File: config.mk
export PLATFORM = sky130hd
export DESIGN_NAME = tokenSelectDecoder
export DESIGN_NICKNAME = d
export VERILOG_FILES = /design/src/rtl/tokSelPkg.sv /design/src/rtl/tokSelCtrl.sv /design/src/rtl/tokSelPath.sv /design/src/rtl/tokenSelectDecoder.sv
export SDC_FILE = /design/constraint.sdc
export NUM_CORES = 1
export LEC_CHECK = 0
export BUFFER_PORTS_ARGS = -buffer_cell sky130_fd_sc_hd__buf_2
export CAP_MARGIN = 40
export CORE_AREA = 2 2 39 41
export DETAILED_ROUTE_END_ITERATION = 16
export DIE_AREA = 0 0 41 43
export PLACE_DENSITY = 0.62
export SKIP_LAST_GASP = 1
export SYNTH_ARGS = -nofsm -noshare
export SYNTH_HDL_FRONTEND = slang
export SYNTH_SLANG_ARGS = --single-unit
File: constraint.sdc
create_clock -name clk -period 1.1 [get_ports clk]
set_input_delay 0.165 -clock clk [delete_from_list [all_inputs] [get_ports clk]]
set_output_delay 0.165 -clock clk [all_outputs]
set_load 0.005 [all_outputs]
File: src/rtl/tokSelPkg.sv
package tokSelPkg;
  // Strobes from the control half to the datapath half
  typedef struct packed {
    logic load;       // a token was seen: capture the new select and predicate
    logic clearPred;  // no token was seen: drive the forwarded predicate low
  } selStrobeT;
endpackage

File: src/rtl/tokSelCtrl.sv
module tokSelCtrl
  import tokSelPkg::*;
#(
  parameter int N = 6
) (
  input  logic            clk,
  input  logic            rstN,
  input  logic [N-1:0]    tokenIn,
  output selStrobeT       strobe,
  output logic            selValid,
  output logic            collisionErr
);
  // seenBelow[i] is high when any token sits at a position lower than i
  logic [N-1:0] seenBelow;
  logic [N-1:0] clashBits;

  assign seenBelow[0] = 1'b0;
  for (genvar i = 1; i < N; i++) begin : g_below
    assign seenBelow[i] = seenBelow[i-1] | tokenIn[i-1];
  end

  assign clashBits = tokenIn & seenBelow;

  logic anyTok;
  logic multiTok;
  assign anyTok   = |tokenIn;
  assign multiTok = |clashBits;

  always_comb begin
    strobe.load      = anyTok;
    strobe.clearPred = ~anyTok;
  end

  always_ff @(posedge clk) begin
    if (!rstN) begin
      selValid     <= 1'b0;
      collisionErr <= 1'b0;
    end else begin
      selValid     <= anyTok;
      collisionErr <= multiTok;
    end
  end
endmodule

File: src/rtl/tokSelPath.sv
module tokSelPath
  import tokSelPkg::*;
#(
  parameter int N     = 6,
  parameter int SEL_W = 3
) (
  input  logic             clk,
  input  logic             rstN,
  input  logic [N-1:0]     tokenIn,
  input  logic [N-1:0]     stagePredIn,
  input  selStrobeT        strobe,
  output logic [SEL_W-1:0] selOut,
  output logic             stagePredOut
);
  // Find the lowest set token: firstHot is one-hot or all zero
  logic [N-1:0] lowerAny;
  logic [N-1:0] firstHot;

  assign lowerAny[0] = 1'b0;
  for (genvar i = 1; i < N; i++) begin : g_prefix
    assign lowerAny[i] = lowerAny[i-1] | tokenIn[i-1];
  end
  for (genvar i = 0; i < N; i++) begin : g_first
    assign firstHot[i] = tokenIn[i] & ~lowerAny[i];
  end

  logic [SEL_W-1:0] nextSel;
  logic             nextPred;

  always_comb begin
    nextSel = '0;
    for (int i = 0; i < N; i++) begin
      if (firstHot[i]) nextSel = nextSel | SEL_W'(i);
    end
    nextPred = |(firstHot & stagePredIn);
  end

  always_ff @(posedge clk) begin
    if (!rstN) begin
      selOut       <= '0;
      stagePredOut <= 1'b0;
    end else begin
      if (strobe.load) selOut <= nextSel;
      if (strobe.clearPred)  stagePredOut <= 1'b0;
      else if (strobe.load)  stagePredOut <= nextPred;
    end
  end
endmodule

File: src/rtl/tokenSelectDecoder.sv
module tokenSelectDecoder
  import tokSelPkg::*;
#(
  parameter int N = 6,
  localparam int SEL_W = (N > 1) ? $clog2(N) : 1
) (
  input  logic             clk,
  input  logic             rstN,
  input  logic [N-1:0]     tokenIn,
  input  logic [N-1:0]     stagePredIn,
  output logic [SEL_W-1:0] selOut,
  output logic             selValid,
  output logic             collisionErr,
  output logic             stagePredOut
);
  selStrobeT strobe;

  tokSelCtrl #(.N(N)) ctrl_i (
    .clk          (clk),
    .rstN         (rstN),
    .tokenIn      (tokenIn),
    .strobe       (strobe),
    .selValid     (selValid),
    .collisionErr (collisionErr)
  );

  tokSelPath #(.N(N), .SEL_W(SEL_W)) path_i (
    .clk          (clk),
    .rstN         (rstN),
    .tokenIn      (tokenIn),
    .stagePredIn  (stagePredIn),
    .strobe       (strobe),
    .selOut       (selOut),
    .stagePredOut (stagePredOut)
  );
endmodule

Yosys cells after proc, flatten, opt, wreduce, memory -nomap -nowiden
Cells that the tools add are included.
W data, S select, Z words.
{ "classes": {"n_mux": 5, "bitwise": 16, "reduce_logical": 4} }
{ "op_table": {"columns": ["operator", "count"], "rows": [
  ["$reduce_or A6 Y1", 3],
  ["$and A6 B6 Y6", 2],
  ["$mux W3", 2],
  ["$and A1 B1 Y1", 5],
  ["$not A1 Y1", 5],
  ["$mux W2", 2],
  ["$or A1 B1 Y1", 4],
  ["$reduce_and A2 Y1", 1],
  ["$mux W1", 1]
]} }
{ "totals": {"register_bits": 6, "in_bits": 14, "output_inout_bits": 6, "wordCells": 29} }

Depth between registers and ports, before layout
Gate-level depths: netlist of the first run.
{ "logic_depth": {"depth_word": 8, "mapped_depth": 4} }

Cells and area by module
A second synthesis of the first run with hierarchy kept.
{ "hier_totals": {"hier_cells": 38, "hier_area_um2": 365.4} }
{ "modules_own_cells": {"columns": ["mod", "n_inst", "cells_per_inst", "area_each_um2"], "rows": [
  ["tokSelPath", 1, 26, 240.2],
  ["tokSelCtrl", 1, 12, 125.1]
]} }

Worst setup path after synthesis of the first run
OpenSTA, ideal clock, no wires.
{ "synth_path": {"kind": "input-to-reg", "start": "input tokenIn[2]", "end": "register ctrl_i.collisionErr", "setup_ns": 0.121, "arrival_ns": 0.921, "required_ns": 0.979, "slack_ns": 0.058, "path_stages": 4, "cell_sequence": "buf_4 -> or4_1 -> a21oi_1 -> a21oi_1"} }
{ "synth_via": {"elab_chain_len": 5} }
{ "synth_rtl": {"columns": ["element", "line", "rtl"], "rows": [
  ["start, declared", "tokenSelectDecoder.sv:9", "input logic [N-1:0] tokenIn,"],
  ["$or A1 B1 Y1 (3 in series)", "tokSelCtrl.sv:19", "assign seenBelow[i] = seenBelow[i-1] | tokenIn[i-1];"],
  ["$and A6 B6 Y6 *", "tokSelCtrl.sv:22", "assign clashBits = tokenIn & seenBelow;"],
  ["$reduce_or A6 Y1 *", "tokSelCtrl.sv:27", "assign multiTok = |clashBits;"],
  ["end signal, assigned", "tokSelCtrl.sv:40", "collisionErr <= multiTok;"],
  ["end, declared", "tokSelCtrl.sv:11", "output logic collisionErr"]
]} }
Every way passes the cells marked *; elsewhere a longest branch is shown, timed or not.
A chain may end at the register's enable or synchronous reset.

Worst setup path in the final report of the first run
{ "layout_path": {"start": "input tokenIn[3]", "end": "register ctrl_i.collisionErr"} }
{ "layout_via": {"elab_chain_len": 4} }
{ "layout_rtl": {"columns": ["element", "line"], "rows": [
  ["$or A1 B1 Y1 (2 in series)", "tokSelCtrl.sv:19"],
  ["$and A6 B6 Y6 *", "tokSelCtrl.sv:22"],
  ["$reduce_or A6 Y1 *", "tokSelCtrl.sv:27"]
]} }
Marked as above.

==> results.yml, run 1 <==
power_and_ir_drop:
  power.density_mw_per_mm2: 1090
  ir_drop_mv: 0.423
  p_leak_uw: 0.000236
clock_network:
  cts.clk_slew.worst_paths_ns: 0.05
  clockRootBuffer: "clkbuf_4"
  cts_hold_buf: 0
  cts_tree: "done"
  clock_sinks: 6
  numCtsBuffers: 3
  clock_latency_ns: 0.24
  cts_setup_buffers: 0
  h-tree-depth: 1
  clockBufferDepth: 2
  post_cts_resized: 0
critical_path:
  crit_type: "input pin to flip-flop"
  endpoint_kind: "flip-flop"
  cp_common_cell: "a21oi_1"
  crit_chain: "buf_2 > or4_1 > a21oi_1 > a21oi_1"
  arrival_ns: 1.07
  worstPathMaxFanout: 5
  path_delay_family: "simple AND/OR/NAND/NOR gates"
  start_kind: "input pin"
  max_stage_delay_ns: 0.55
  worstPathRequired_ns: 1.23
  path_buf_inv: 1
  cp_slowest_cell: "or4_1"
sta:
  layout_min_cycle_time_ns: 0.937
  setup_viol: 0
  fmax_ghz: 1.07
  final-max-slew-violation-count: 0
  period_share_pct: 85.2
  clock-skew-final_ns: 0
  tightest_slew_ns: 0.298
  hold-worst-slack_ns: 0.206
  rsz0062_at_grt: "false"
  hold_viol: 0
  max-slew-margin-rel_pct: 80.1
die:
  pin_count: 20
  start_util_pct: 23.2
  die_h_um: 43
  core_mm2: 0.00138
  fp.dieW_um: 41
  row_count: 14
  dieArea_mm2: 0.00176
synthesis:
  synth_top_area_cell: "dfxtp_1"
  async_reset_ff_share_pct: 0
  synth_top_area_share_pct: 37.4
  syn_area_um2: 322
  ys_seq_area_share_pct: 37.4
  synthTopCellsByArea: "dfxtp_1, a21oi_1, o311a_1"
  netlist_instances: 34
  synth.avg_cell_area_um2: 9.46
  synth_most_common_cell: "dfxtp_1"
  ys.flop_type: "dfxtp_1"
  yosysWarnings: 0
  synth.net_count: 48
  ys_ff_latch: 6
  ys_top_cells_by_count: "dfxtp_1, a21oi_1, and2_1, nand2_1, o311a_1"
  ys_types: 23
  synth-edff-count: 0
global_route:
  track_usage_pct: 11.2
  grt_pass1_wl_um: 1210
  grt_overflow: 0
  antenna_found_initial: 0
  grt_max_degree: 7
  grt_pass1_vias: 304
drt:
  first_iter_violations: 12
  ant_nets: 0
  route.vias.total: 359
  first_pass_iters: 4
  wl_um: 781
  wl_per_cell_um: 10.1
  viasPerCell: 4.66
  drc: 0
job:
  max-cap-violations: 0
layout:
  area_growth_pct: 54.5
  num_antenna_cells: 0
  drive_gt1_share_pct: 54.1
  seq_area_um2: 120
  fillerInstances: 145
  fin_cells: 77
  multi_input_area_um2: 190
  nets: 77
placement:
  place_inst: 74
  gp_congestion: 0.777
  io_buffer_count: 19
outcome:
  status: "finished clean"
hold_path:
  hold_path_class: "input pin to flip-flop"
==> where the power goes <==
group / leakage, µW / internal (µW) / switching (µW)
clock: 0.0000138 / 123 / 77.9
combinational: 0.000173 / 60.0 / 48.5
sequential: 0.0000497 / 230 / 3.35
==> state kept, by name, indices dropped and copies added, names as in the netlist <==
signal,flops
ctrl_i.collisionErr,1
path_i.selOut,3
ctrl_i.selValid,1
path_i.stagePredOut,1
==> final timing paths <==
path                                 startpoint                        endpoint  slack, ns  cells after the start
hold / removal                             rstN  path_i.stagePredOut$_SDFF_PN0_       0.21                      2
setup reg to reg  path_i.selOut[2]$_SDFFE_PN0N_   path_i.selOut[2]$_SDFFE_PN0N_       0.35                      1
setup / recovery                     tokenIn[3]  ctrl_i.collisionErr$_SDFF_PN0_       0.16                      4
hold reg to reg   path_i.selOut[1]$_SDFFE_PN0N_   path_i.selOut[1]$_SDFFE_PN0N_       0.47                      2
==> per-layer routing <==
| metal | part of all wire [%] | global-route usage [%] |
|---|---|---|
| met1 | 45 | 12.9 |
| met2 | 46 | 13.8 |
| met3 | 7.0 | 5.24 |
| met4 | 1.8 | 12.0 |
| met5 | 0 | 0 |
==> stage by stage <==
stage	instance area [µm²]	setup TNS, ns	util [%]	setup slack, ns	power [µW]
floorplan	322	0	-	0.0580	282
global placement	474	-0.123	34.3	-0.0665	345
detailed placement	474	-0.154	34.3	-0.0864	347
CTS	497	0	35.9	0.177	554
global route	497	0	35.9	0.101	586
finish	497	0	35.9	0.163	543
==> placed cells by master (no fill, tap or decap), types with 2 or more instances in the layout <==
master and count:
buf_4 6, and2_1 2, dfxtp_1 6, a21oi_1 4, nand2_1 2, clkbuf_4 3
buf_2 19, o311a_1 2
==> area by class of cell <==
class                           count  share of cell area [%]
Clock buffer                        3                    4.53
Multi-Input combinational cell     26                    38.3
Tap cell                           16                    4.03
Sequential cell                     6                    24.2
Timing Repair Buffer               25                    28.2
Inverter                            1                   0.756
==> cell families (layout without fill, tap and decap cells) <==
family,Yosys count,after routing,share of synthesized area [%]
compound gates,12,12,28.8
simple gates,12,12,24.1
flops,6,6,37.4
buf+inv,2,29,3.50
fa+ha+maj,1,1,3.11
mux,1,1,3.11
(Power assumes the default switching activity.)
==> inputs of run 2 (changes only) <==
--- a/config.mk
+++ b/config.mk
@@ -10,8 +10,9 @@
 export CORE_AREA = 2 2 39 41
 export DETAILED_ROUTE_END_ITERATION = 16
 export DIE_AREA = 0 0 41 43
-export PLACE_DENSITY = 0.62
+export PLACE_DENSITY = 0.51
 export SKIP_LAST_GASP = 1
+export SLEW_MARGIN = 0
 export SYNTH_ARGS = -nofsm -noshare
 export SYNTH_HDL_FRONTEND = slang
 export SYNTH_SLANG_ARGS = --single-unit
==> run 2 against run 1 <==
Net effect:
- final area is 1.5% lower
- register-to-register slack hardly changed
- clock-buffer cell count unchanged
- total power is 1.2% lower
- clock skew stayed put
- first-iteration DRC count is 83% lower
- setup slack got worse by 0.0056 ns
- critical path type unchanged
- highest routed layer unchanged
==> results.yml, run 2 (synthesized netlist as in run 1, its figures left out) <==
critical_path:
  cp_common_cell: "a21oi_1"
  worstPathRequired_ns: 1.22
  cp_slowest_cell: "or4_1"
  endpoint_kind: "flip-flop"
  start_kind: "input pin"
  crit_chain: "buf_2 > or4_1 > a21oi_1 > a21oi_1"
  max_stage_delay_ns: 0.52
  arrival_ns: 1.07
  crit_type: "input pin to flip-flop"
  worstPathMaxFanout: 7
power_and_ir_drop:
  seqPwrFrac_pct: 43.4
  p_sw_uw: 125
  p_int_uw: 410
  power_frac_clock_pct: 36.8
  combPwrFrac_pct: 19.8
  p_total_uw: 536
  power.density_mw_per_mm2: 1100
  ir_drop_mv: 0.231
  netSwitchingFraction_pct: 23.4
  p_leak_uw: 0.000232
clock_network:
  cts.clk_slew.worst_paths_ns: 0.05
  cts_tree: "done"
  clock_latency_ns: 0.24
  h-tree-depth: 1
  clock_sinks: 6
  post_cts_resized: 0
  cts_setup_buffers: 0
  clockBufferDepth: 2
  numCtsBuffers: 3
  clockRootBuffer: "clkbuf_4"
  cts_hold_buf: 0
hold_path:
  hold_path_class: "input pin to flip-flop"
layout:
  largest_register_ffs: 3
  utilization_pct: 35.4
  nets: 76
  num_antenna_cells: 0
  layout_common_cells: "buf_2, dfxtp_1, buf_4"
  drive_gt1_share_pct: 53.3
  fin_cells: 76
  final_common_cell: "buf_2"
  area_growth_pct: 52.1
  top_register: "path_i.selOut"
die:
  fp.dieW_um: 41
  core_mm2: 0.00138
  dieArea_mm2: 0.00176
  start_util_pct: 23.2
  die_h_um: 43
  pin_count: 20
  row_count: 14
placement:
  io_buffer_count: 19
  gp_congestion: 0.768
  place_worst_setup_slack_ns: -0.0859
  place_inst: 73
  hpwlAfterDp_um: 675
drt:
  viasPerCell: 4.66
  first_iter_violations: 2
  wl_um: 792
  wl_met3_um: 69
  top_layer_used: "met4"
  drc: 0
  wl_met2_um: 383
  route.vias.total: 354
  ant_nets: 0
  met1_length_um: 332
  wl_per_cell_um: 10.4
  first_pass_iters: 2
sta:
  max-slew-margin-rel_pct: 80.7
  worst_slack_ns: 0.157
  fin_tns_setup_ns: 0
  setup_viol: 0
  fmax_ghz: 1.06
  final-max-slew-violation-count: 0
  hold_viol: 0
  rsz0062_at_grt: "false"
  layout_min_cycle_time_ns: 0.943
  tightest_slew_ns: 0.287
  clock-skew-final_ns: 0
  period_share_pct: 85.7
global_route:
  antenna_found_initial: 0
  grt_pass1_vias: 305
  grt_pass1_wl_um: 1190
  track_usage_pct: 10.2
  grt_overflow: 0
  grt_max_degree: 8
outcome:
  status: "finished clean"
job:
  max-cap-violations: 0
==> run 2: changes by cell type in the layout (fill, tap and decap cells not counted) <==
| cell | change |
|---|---|
| buf_4 | -1 |
==> run 2: worst paths after layout <==
| path | startpoint | end | slack, ns | depth (start not counted) |
|---|---|---|---|---|
| max | tokenIn[0] | ctrl_i.collisionErr$_SDFF_PN0_ | 0.16 | 4 |
| min | rstN | path_i.stagePredOut$_SDFF_PN0_ | 0.21 | 2 |
| max reg2reg | path_i.selOut[2]$_SDFFE_PN0N_ | path_i.selOut[2]$_SDFFE_PN0N_ | 0.35 | 1 |
| min reg2reg | path_i.selOut[1]$_SDFFE_PN0N_ | path_i.selOut[1]$_SDFFE_PN0N_ | 0.47 | 2 |
==> run 2: stage by stage <==
stage	hold WS, ns	instance area, µm²
after detailed placement	0.450	467
after global routing	0.217	489
final	0.207	489
after global placement	0.452	467
after floorplan	0.287	322
after CTS	0.202	489
==> run 2: worst max-delay path, delay by kind of cell <==
family | cells | cell delay (ns)
AO/OA/AOI/OAI | 2 | 0.25
buffers and inverters | 1 | 0.14
AND/OR/NAND/NOR | 1 | 0.52
==> run 2: final cells by class <==
type                            instances  area [µm²]
Fill cell                             162         895
Clock buffer                            3        22.5
Timing Repair Buffer                   24         133
Inverter                                1        3.75
Multi-Input combinational cell         26         190
Sequential cell                         6         120
Tap cell                               16        20.0
==> run 2: metal layers <==
metal	global-route usage, %	vias to the layer above
li1	-	184
met1	12.2	156
met2	14.1	12
met3	2.09	2
met4	10.0	0
met5	0	-
==> run 2: power groups by stage <==
stage               Combinational [µW]  Sequential, µW  Clock [µW]
CTS                                107             233         207
global route                       118             233         215
finish                             106             233         197
global placement                   107             237           0
detailed placement                 107             237           0
floorplan                         42.8             239           0
==> inputs of run 3 (changes only) <==
--- a/config.mk
+++ b/config.mk
@@ -10,6 +10,7 @@
 export CORE_AREA = 2 2 39 41
 export DETAILED_ROUTE_END_ITERATION = 16
 export DIE_AREA = 0 0 41 43
+export GPL_TIMING_DRIVEN = 0
 export PLACE_DENSITY = 0.51
 export SKIP_LAST_GASP = 1
 export SLEW_MARGIN = 0
==> run 3 against run 2 <==
Net effect:
- setup slack got worse by 0.025 ns
- utilization fell by 2.5 points
- total power fell by 2.5%
- maximum frequency fell by 2.6%
- global-route usage fell by 0.22 points
- hold slack got worse by 0.010 ns
- wire length fell by 8.3%
- critical path type unchanged
- combinational power fell by 11%
- largest cell class unchanged
- clock-buffer cell count did not move
- final area fell by 7.2%
- critical endpoint is now path_i.selOut[0]$_SDFFE_PN0N_
- die area did not move
==> results.yml, run 3 (synthesized netlist as in run 1, its figures left out) <==
global_route:
  grt_pass1_wl_um: 1140
  track_usage_pct: 10.0
  grt_max_degree: 9
  grt_pass1_vias: 298
  grt_overflow: 0
  antenna_found_initial: 0
sta:
  layout_min_cycle_time_ns: 0.968
  fmax_ghz: 1.03
  clock-skew-final_ns: 0
  final-max-slew-violation-count: 0
  fin_tns_setup_ns: 0
  hold_viol: 0
  setup_viol: 0
  rsz0062_at_grt: "false"
  max-slew-margin-rel_pct: 78.5
  period_share_pct: 88.0
  tightest_slew_ns: 0.320
drt:
  ant_nets: 0
  wl_um: 726
  route.vias.total: 335
  first_iter_violations: 1
  wl_per_cell_um: 10.2
  viasPerCell: 4.72
  first_pass_iters: 2
  drc: 0
die:
  core_mm2: 0.00138
  row_count: 14
  die_h_um: 43
  pin_count: 20
  dieArea_mm2: 0.00176
  fp.dieW_um: 41
  start_util_pct: 23.2
layout:
  largest_register_ffs: 3
  layout_common_cells: "buf_2, dfxtp_1, a21oi_1"
  top_register: "path_i.selOut"
  nets: 71
  num_antenna_cells: 0
  fin_cells: 71
  area_growth_pct: 41.2
  utilization_pct: 32.8
  drive_gt1_share_pct: 49.1
  final_common_cell: "buf_2"
  design_area_um2: 454
power_and_ir_drop:
  power.density_mw_per_mm2: 1150
  seqPwrFrac_pct: 44.5
  power_frac_clock_pct: 37.4
  p_sw_uw: 121
  combPwrFrac_pct: 18.0
  ir_drop_mv: 0.296
  p_int_uw: 401
  netSwitchingFraction_pct: 23.2
  p_leak_uw: 0.000208
outcome:
  status: "finished clean"
clock_network:
  h-tree-depth: 1
  clock_latency_ns: 0.24
  cts_tree: "done"
  clock_sinks: 6
  numCtsBuffers: 3
  cts.clk_slew.worst_paths_ns: 0.04
  clockBufferDepth: 2
  clockRootBuffer: "clkbuf_4"
  post_cts_resized: 0
  cts_setup_buffers: 0
  cts_hold_buf: 0
critical_path:
  worstPathMaxFanout: 6
  worstPathRequired_ns: 1.23
  arrival_ns: 1.09
  start_kind: "input pin"
  endpoint_kind: "flip-flop"
  crit_type: "input pin to flip-flop"
placement:
  io_buffer_count: 18
  place_inst: 68
  placed_area_um2: 432
  gp_congestion: 0.697
job:
  max-cap-violations: 0
hold_path:
  hold_path_class: "input pin to flip-flop"
run 3: cell types whose count changed in the layout (fill, tap and decap cells not counted), sizes merged:
cell / delta
buf: -5
run 3: per-layer routing:
| layer | vias up | track usage [%] | share of wire, % |
|---|---|---|---|
| li1 | 171 | - | - |
| met1 | 146 | 11.8 | 45 |
| met2 | 14 | 13.1 | 45 |
| met3 | 4 | 3.14 | 6.7 |
| met4 | 0 | 10.0 | 3.2 |
| met5 | - | 0 | 0 |
run 3: final cells by class:
cell class | instances | area (µm²)
Fill cell | 150 | 930
Sequential cell | 6 | 120
Tap cell | 16 | 20.0
Timing Repair Buffer | 18 | 90.1
Inverter | 1 | 3.75
Clock buffer | 3 | 22.5
Buffer | 1 | 7.51
Multi-Input combinational cell | 26 | 190
run 3: final timing paths:
kind                              endpoint                          start  slack [ns]  cells after the start
min          path_i.selOut[2]$_SDFFE_PN0N_                     tokenIn[5]        0.20                      2
max reg2reg  path_i.selOut[2]$_SDFFE_PN0N_  path_i.selOut[2]$_SDFFE_PN0N_        0.35                      1
min reg2reg  path_i.selOut[1]$_SDFFE_PN0N_  path_i.selOut[1]$_SDFFE_PN0N_        0.47                      2
max          path_i.selOut[0]$_SDFFE_PN0N_                     tokenIn[3]        0.13                      4
run 3: power groups by stage:
stage / clock (µW) / sequential, µW / combinational (µW)
global route: 224 / 234 / 106
global placement: 0 / 236 / 95.3
finish: 196 / 233 / 94.3
detailed placement: 0 / 237 / 95.7
CTS: 206 / 233 / 95.8
floorplan: 0 / 239 / 42.8
run 3: critical path, stage by stage:
cell and delay, ns:
buf_2 0.13, nor4_2 0.36, nand2_1 0.15, o221a_2 0.28
run 3: stage by stage:
stage | hold WS (ns) | total power [µW] | worst slack [ns]
after floorplan | 0.287 | 282 | 0.0580
after global placement | 0.447 | 332 | -0.127
after detailed placement | 0.449 | 332 | -0.128
after CTS | 0.195 | 535 | 0.126
after global routing | 0.204 | 564 | 0.0974
final | 0.197 | 523 | 0.132
